--- config.mk ---
export PLATFORM = sky130hd
export DESIGN_NAME = fsp_frame_sync_gen
export DESIGN_NICKNAME = d
export VERILOG_FILES = /design/src/rtl/fsp_pkg.sv /design/src/rtl/fsp_ecc.sv /design/src/rtl/fsp_fv_qual.sv /design/src/rtl/fsp_out_reg.sv /design/src/rtl/fsp_frame_sync_gen.sv
export SDC_FILE = /design/constraint.sdc
export NUM_CORES = 1
export LEC_CHECK = 0
export CORE_ASPECT_RATIO = 1.1
export CORE_UTILIZATION = 59
export DETAILED_ROUTE_END_ITERATION = 8
export MAX_ROUTING_LAYER = met4
export PLACE_DENSITY = 0.84
export SETUP_SLACK_MARGIN = 0.05
export SYNTH_ARGS = -nofsm -noshare
export SYNTH_HDL_FRONTEND = slang
export SYNTH_SLANG_ARGS = --single-unit
export TNS_END_PERCENT = 30
--- constraint.sdc ---
create_clock -name clk -period 8.8 [get_ports clk]
set_input_delay 2.64 -clock clk [delete_from_list [all_inputs] [get_ports clk]]
set_output_delay 2.64 -clock clk [all_outputs]
set_load 0.05 [all_outputs]
--- src/rtl/fsp_pkg.sv ---
`timescale 1ns/1ps
// Package: shared types and constants for the frame sync short-packet generator.
// Assumes the 24-bit header is {frame number, virtual channel, data type}.
package fsp_pkg;

    localparam int HDR_W = 24;
    localparam int ECC_BITS = 6;

    typedef enum logic [5:0] {
        DT_FRAME_START = 6'h00,
        DT_FRAME_END   = 6'h01
    } sp_dtype_e;

    typedef struct packed {
        logic [7:0]  ecc;
        logic [15:0] fnum;
        logic [1:0]  vc;
        logic [5:0]  dt;
    } sp_word_t;

    // Parity selection masks over the header, one per ECC bit (index 0 = P0).
    localparam logic [ECC_BITS-1:0][HDR_W-1:0] ECC_MASKS = {
        24'hEFFC00,
        24'hDF03F0,
        24'hB8E38E,
        24'h749A6D,
        24'hF2555B,
        24'hF12CB7
    };

endpackage

--- src/rtl/fsp_ecc.sv ---
`timescale 1ns/1ps
// Module: fsp_ecc
// Computes the 6-bit Hamming-style header ECC, zero-extended to a byte.
// Assumes a purely combinational use; the caller registers the result.
module fsp_ecc
    import fsp_pkg::*;
(
    input  logic [HDR_W-1:0] hdr,
    output logic [7:0]       ecc
);

    // One parity tree per ECC bit, selected by its mask.
    for (genvar k = 0; k < ECC_BITS; k++) begin : g_par
        assign ecc[k] = ^(hdr & ECC_MASKS[k]);
    end

    // Upper bits of the ECC byte are reserved and held at zero.
    assign ecc[7:ECC_BITS] = '0;

endmodule

--- src/rtl/fsp_fv_qual.sv ---
`timescale 1ns/1ps
// Module: fsp_fv_qual
// Qualifies the frame-valid level and sequences frame-start / frame-end events.
// A frame qualifies after thr = cfg_min_time + MIN_BASE consecutive high samples.
// Each event is requested until acknowledged; a fall seen while frame-start is
// pending is remembered. Assumes fv is already synchronous to clk.
module fsp_fv_qual #(
    parameter int CNT_W    = 8,
    parameter int MIN_BASE = 5
) (
    input  logic             clk,
    input  logic             rst_n,
    input  logic             fv,
    input  logic [CNT_W-1:0] cfg_min_time,
    input  logic             evt_ack,
    output logic             evt_req,
    output logic             evt_is_end,
    output logic [15:0]      fnum
);

    localparam int TH_W = CNT_W + 1;

    typedef enum logic [1:0] {
        Q_IDLE   = 2'd0,
        Q_FS_REQ = 2'd1,
        Q_ACTIVE = 2'd2,
        Q_FE_REQ = 2'd3
    } qstate_e;

    qstate_e         state_q;
    logic [TH_W-1:0] hi_cnt_q;
    logic [TH_W-1:0] thr;
    logic            fell_q;
    logic [15:0]     fnum_nxt;

    assign thr        = TH_W'(cfg_min_time) + TH_W'(MIN_BASE);
    assign evt_req    = (state_q == Q_FS_REQ) || (state_q == Q_FE_REQ);
    assign evt_is_end = (state_q == Q_FE_REQ);

    // Next frame number, skipping zero on wrap.
    always_comb begin
        fnum_nxt = fnum + 16'd1;
        if (fnum_nxt == 16'd0) begin
            fnum_nxt = 16'd1;
        end
    end

    // State, qualification counter, fall memory and frame number.
    always_ff @(posedge clk) begin
        if (!rst_n) begin
            state_q  <= Q_IDLE;
            hi_cnt_q <= '0;
            fell_q   <= 1'b0;
            fnum     <= 16'd1;
        end else begin
            case (state_q)
                Q_IDLE: begin
                    if (!fv) begin
                        hi_cnt_q <= '0;
                    end else if (hi_cnt_q + TH_W'(1) >= thr) begin
                        hi_cnt_q <= '0;
                        state_q  <= Q_FS_REQ;
                    end else begin
                        hi_cnt_q <= hi_cnt_q + TH_W'(1);
                    end
                end
                Q_FS_REQ: begin
                    if (evt_ack) begin
                        state_q <= Q_ACTIVE;
                        fell_q  <= !fv;
                    end else if (!fv) begin
                        fell_q <= 1'b1;
                    end
                end
                Q_ACTIVE: begin
                    if (!fv || fell_q) begin
                        state_q <= Q_FE_REQ;
                        fell_q  <= 1'b0;
                    end
                end
                Q_FE_REQ: begin
                    if (evt_ack) begin
                        state_q  <= Q_IDLE;
                        hi_cnt_q <= '0;
                        fnum     <= fnum_nxt;
                    end
                end
                default: state_q <= Q_IDLE;
            endcase
        end
    end

endmodule

--- src/rtl/fsp_out_reg.sv ---
`timescale 1ns/1ps
// Module: fsp_out_reg
// One-deep output holding register with a valid/ready handshake.
// A load is accepted when the register is empty or being emptied this cycle.
module fsp_out_reg #(
    parameter int W = 32
) (
    input  logic         clk,
    input  logic         rst_n,
    input  logic         load_req,
    input  logic [W-1:0] load_word,
    output logic         load_ack,
    input  logic         out_ready,
    output logic         out_valid,
    output logic [W-1:0] out_data
);

    assign load_ack = load_req && (!out_valid || out_ready);

    // Capture a new word or drop the valid flag once the word is taken.
    always_ff @(posedge clk) begin
        if (!rst_n) begin
            out_valid <= 1'b0;
            out_data  <= '0;
        end else if (load_ack) begin
            out_valid <= 1'b1;
            out_data  <= load_word;
        end else if (out_ready) begin
            out_valid <= 1'b0;
        end
    end

endmodule

--- src/rtl/fsp_frame_sync_gen.sv ---
`timescale 1ns/1ps
// Module: fsp_frame_sync_gen (top)
// Emits frame-start / frame-end short-packet words from a frame-valid level.
// Word = {ecc, frame number, VC_ID, data type}. Assumes fv_in is synchronous
// to clk and that VC_ID identifies the input port this instance serves.
module fsp_frame_sync_gen
    import fsp_pkg::*;
#(
    parameter int         CNT_W    = 8,
    parameter int         MIN_BASE = 5,
    parameter logic [1:0] VC_ID    = 2'd0
) (
    input  logic             clk,
    input  logic             rst_n,
    input  logic             fv_in,
    input  logic [CNT_W-1:0] cfg_min_time,
    output logic             pkt_valid,
    input  logic             pkt_ready,
    output logic [31:0]      pkt_data
);

    logic        evt_req;
    logic        evt_is_end;
    logic        evt_ack;
    logic [15:0] fnum;
    logic [7:0]  ecc;
    sp_word_t    word;
    logic [HDR_W-1:0] hdr;

    fsp_fv_qual #(
        .CNT_W    (CNT_W),
        .MIN_BASE (MIN_BASE)
    ) u_qual (
        .clk          (clk),
        .rst_n        (rst_n),
        .fv           (fv_in),
        .cfg_min_time (cfg_min_time),
        .evt_ack      (evt_ack),
        .evt_req      (evt_req),
        .evt_is_end   (evt_is_end),
        .fnum         (fnum)
    );

    // Header assembly for the pending event.
    always_comb begin
        word.dt   = evt_is_end ? DT_FRAME_END : DT_FRAME_START;
        word.vc   = VC_ID;
        word.fnum = fnum;
        word.ecc  = ecc;
    end

    assign hdr = {word.fnum, word.vc, word.dt};

    fsp_ecc u_ecc (
        .hdr (hdr),
        .ecc (ecc)
    );

    fsp_out_reg #(
        .W (32)
    ) u_out (
        .clk       (clk),
        .rst_n     (rst_n),
        .load_req  (evt_req),
        .load_word (word),
        .load_ack  (evt_ack),
        .out_ready (pkt_ready),
        .out_valid (pkt_valid),
        .out_data  (pkt_data)
    );

endmodule

==> summary.txt <==
Routing
  • Detail Route met3 WL: between 200 and 300 um
  • Length of the first detailed-routing pass in iterations: 5
  • DRC violations left: 0
  • Met2 Routed Length: 3045 um
  • Vias post-DR: about 2600
  • Count of antenna-violating nets left after detailed routing: 0
  • Wire length on met1: 3052 um
  • Top Metal Used: met4
  • Number of vias per cell after detailed routing: between 5 and 6
  • Final Routed Wirelength: approximately 6500 um
  • Initial drt markers: between 90 and 100
  • Average detailed-routed wire length per instance: 13.83 um

Job
  • Count of maximum capacitance violations: 0

Global routing
  • Antenna violations before repair: 0
  • Total gr overflow: 0
  • Maximum number of pins on one net before global-route repair: 50
  • First-pass GRT wire length: between 10000 and 15000 um
  • Global router's overall resource usage: 25.40%
  • Vias in the first global route: approximately 2500

Power and ir drop
  • Peak ir drop on the vdd network: 0.08790 mV
  • Power Dens Cells: 113.8 nW/um^2
  • Total power after layout: approximately 0.0004 W
  • Leakage: 1.361 nW

Critical path
  • Category of the worst setup path launch point: primary input
  • Arrival time reported for the critical path endpoint: about 5.4 ns
  • Maximum fanout encountered on the critical timing path: 8
  • Data required time of the worst path: about 9.1 ns
  • Path type of the worst setup path: primary input to register
  • Reg2reg path depth: 10
  • Endpoint type of the worst setup path: register

Synthesis
  • Most area-hungry cell type in the Yosys netlist: sky130_fd_sc_hd__dfxtp_1
  • Yosys cell types: 50
  • Proportion of synthesized area in mux cells: 0.3106%
  • Part of the Yosys area used for sequential elements: between 30% and 40%
  • Average instance area after synthesis: between 8 and 9 sq um
  • Number of instances in the synthesized netlist: 378
  • Total number of yosys warnings: 0
  • Cell area after synthesis: between 3000 and 4000 sq um
  • Combinational family with the most area after synthesis: simple AND/OR/NAND/NOR gates
  • Share of flip-flops with an asynchronous set or reset after synthesis: 0%
  • Post-synthesis compound-gate area fraction: between 10% and 20%
  • Post-synth EDFFs: 0
  • Flop and latch count out of synthesis: between 50 and 60
  • Synth Area in Adders: about 8.5%
  • Largest cells by area after synthesis: sky130_fd_sc_hd__dfxtp_1 (32%), sky130_fd_sc_hd__xnor2_1 (13%), sky130_fd_sc_hd__ha_1 (8.5%), sky130_fd_sc_hd__nand2_1 (6.3%), sky130_fd_sc_hd__a21boi_0 (4.7%)
  • Dominant register cell in the synthesized netlist: sky130_fd_sc_hd__dfxtp_1
  • Synthesized-area fraction occupied by xor and xnor cells: about 16%
  • Post-synth top area share: between 30 and 40%
  • Post-synthesis share of cell area spent on and, or, nand and nor gates: 20.92%

Placement
  • Detailed placement HPWL: 4869 um
  • Weighted congestion at the end of routability-driven global placement: 0.9167
  • Buffers on Ports: 35
  • Number of placed instances with taps included: 460

Die
  • Total Die Area: slightly below 6000 sq um
  • Core area: 5135 sq um
  • Placement row count: 27
  • Overall die width: a little over 70 um
  • Starting utilization of the core area: between 60% and 70%
  • Number of primary I/O pins: 45
  • Vert. Die Dim: 79.52 um

STA
  • Final worst clock skew: approximately 0.0036 ns
  • RSZ-0062 raised after global routing: no
  • Number of hold violations in the final report: 0
  • Setup TNS: 0 ns
  • Transition time at the pin with the least slew margin: 0.8300 ns
  • Number of failing setup endpoints in the final timing report: 0
  • Max-slew violation total from the final report: 0
  • Portion of the clock cycle consumed by the worst path in the final layout: between 50 and 60%
  • Final worst path period need: just over 5 ns
  • Post-Route Hold Slack: between 0.4 and 0.5 ns
  • Relative slew slack: around 45%
  • Maximum clock frequency: 195.6 MHz

Worst hold path
  • Instance count along the most critical hold path: 2
  • Type of the tightest min-delay check: register to register

Cells and area
  • Most used cells in the layout excluding fill and tap cells: sky130_fd_sc_hd__nand2_1 (54), sky130_fd_sc_hd__dfxtp_1 (52), sky130_fd_sc_hd__xnor2_1 (47)
  • Filler Cell Count: around 420
  • Cell Count, Final, Fillers Out: between 400 and 500
  • Net count, final: about 430
  • N_diodes: 0
  • Post-Route Utilization: a little over two thirds
  • Area Overhead vs Synth: 12.11%
  • Most frequent standard cell in the layout excluding fill and tap cells: sky130_fd_sc_hd__nand2_1
  • Layout cell share with drive strength beyond 1: 3.788%

Clock tree
  • Number of buffers added by the clock tree synthesis step: 5
  • CTS Hold Bufs: 0
  • Clock transition at path regs: about 0.090 ns
  • Clock tree from TritonCTS: done
  • Later-pin clock latency in the skew report: 0.30 ns
  • Count of instances resized after the clock tree is built: 0
  • Count of buffers added by post-CTS timing repair for setup: 0
  • Largest buffer count on any clock path: 2
  • Master cell of the clock root buffer: sky130_fd_sc_hd__clkbuf_8
  • Number of sinks on the clock net: 52
  • Level count of the clock H-tree: 2

Outcome
  • Status: complete, no violations
[per-stage QoR]
step                area [sq um]  setup slack, ns
floorplan                   3253            4.164
global placement            3521            3.501
detailed placement          3521            3.376
CTS                         3613            3.691
global route                3613            3.474
finish                      3613            3.688
[synthesized netlist by cell type (2+ instances only)]
| cell | number |
|---|---|
| sky130_fd_sc_hd__a21boi_0 | 20 |
| sky130_fd_sc_hd__a21oi_1 | 8 |
| sky130_fd_sc_hd__a22o_1 | 8 |
| sky130_fd_sc_hd__a31oi_1 | 2 |
| sky130_fd_sc_hd__and2_1 | 14 |
| sky130_fd_sc_hd__and3_1 | 5 |
| sky130_fd_sc_hd__buf_2 | 6 |
| sky130_fd_sc_hd__buf_4 | 11 |
| sky130_fd_sc_hd__clkbuf_1 | 16 |
| sky130_fd_sc_hd__dfxtp_1 | 52 |
| sky130_fd_sc_hd__ha_1 | 22 |
| sky130_fd_sc_hd__inv_1 | 9 |
| sky130_fd_sc_hd__nand2_1 | 54 |
| sky130_fd_sc_hd__nand2b_1 | 3 |
| sky130_fd_sc_hd__nand3_1 | 17 |
| sky130_fd_sc_hd__nand3b_1 | 2 |
| sky130_fd_sc_hd__nand4_1 | 6 |
| sky130_fd_sc_hd__nor2_1 | 10 |
| sky130_fd_sc_hd__nor2b_1 | 2 |
| sky130_fd_sc_hd__nor3_1 | 5 |
| sky130_fd_sc_hd__nor4_1 | 2 |
| sky130_fd_sc_hd__o211a_1 | 4 |
| sky130_fd_sc_hd__o211ai_1 | 2 |
| sky130_fd_sc_hd__o21a_1 | 3 |
| sky130_fd_sc_hd__o21ai_0 | 10 |
| sky130_fd_sc_hd__o22ai_1 | 2 |
| sky130_fd_sc_hd__o31a_1 | 2 |
| sky130_fd_sc_hd__or3_1 | 3 |
| sky130_fd_sc_hd__xnor2_1 | 47 |
| sky130_fd_sc_hd__xor2_1 | 11 |
[per-layer routing]
layer / up-vias / GRT usage [%]
met2: 59 / 41.31
met1: 1213 / 32.13
met4: 0 / 8.824
li1: 1310 / -
met3: 11 / 3.788
met5: - / -
[critical path, cell delays in order]
cell and delay [ns]:
sky130_fd_sc_hd__clkdlybuf4s50_1 0.48, sky130_fd_sc_hd__a21oi_1 0.27, sky130_fd_sc_hd__nand3b_1 0.17, sky130_fd_sc_hd__xor2_1 0.15
sky130_fd_sc_hd__ha_1 0.26, sky130_fd_sc_hd__nand3_1 0.11, sky130_fd_sc_hd__nor2_1 0.06, sky130_fd_sc_hd__a2111oi_1 0.54
sky130_fd_sc_hd__and4b_1 0.47, sky130_fd_sc_hd__a22o_1 0.20
[flip-flops by register name, indices dropped and copies added, names as in the netlist]
signal,flops
u_qual.fnum,16
u_qual.state_q,2
u_out.out_valid,1
u_out.out_data,23
u_qual.fell_q,1
u_qual.hi_cnt_q,9
[cell type report]
| cell class | instances | area [sq um] | share of cell area [%] |
|---|---|---|---|
| Multi-Input combinational cell | 290 | 1991 | 55.09 |
| Sequential cell | 52 | 1041 | 28.81 |
| Timing Repair Buffer | 37 | 365.4 | 10.11 |
| Tap cell | 72 | 90.09 | 2.493 |
| Clock buffer | 5 | 68.82 | 1.904 |
| Inverter | 9 | 33.78 | 0.9349 |
| Clock inverter | 3 | 23.77 | 0.6579 |
[final timing paths]
path / from / end / slack (ns)
max: cfg_min_time[2] / u_qual.hi_cnt_q[5]$_SDFFE_PN0P_ / 3.69
min: u_out.out_data[18]$_SDFFE_PN0P_ / u_out.out_data[18]$_SDFFE_PN0P_ / 0.47
max reg2reg: u_qual.hi_cnt_q[2]$_SDFFE_PN0P_ / u_qual.hi_cnt_q[5]$_SDFFE_PN0P_ / 5.89
min reg2reg: u_out.out_data[18]$_SDFFE_PN0P_ / u_out.out_data[18]$_SDFFE_PN0P_ / 0.47
[report_power, final]
group | switching [W] | internal (W)
Sequential | 0.00000139 | 0.000236
Combinational | 0.0000238 | 0.0000135
Clock | 0.0000797 | 0.0000564
Total | 0.000105 | 0.000306
[cell families (layout without fill, tap and decap cells)]
logic type	after synthesis	in the layout
compound gates	68	68
simple gates	132	132
other cells	1	9
xor+xnor	58	58
buf+inv	44	54
fa+ha+maj	22	22
mux	1	1
flops	52	52
Note: power is estimated with default switching activity, not from simulation.
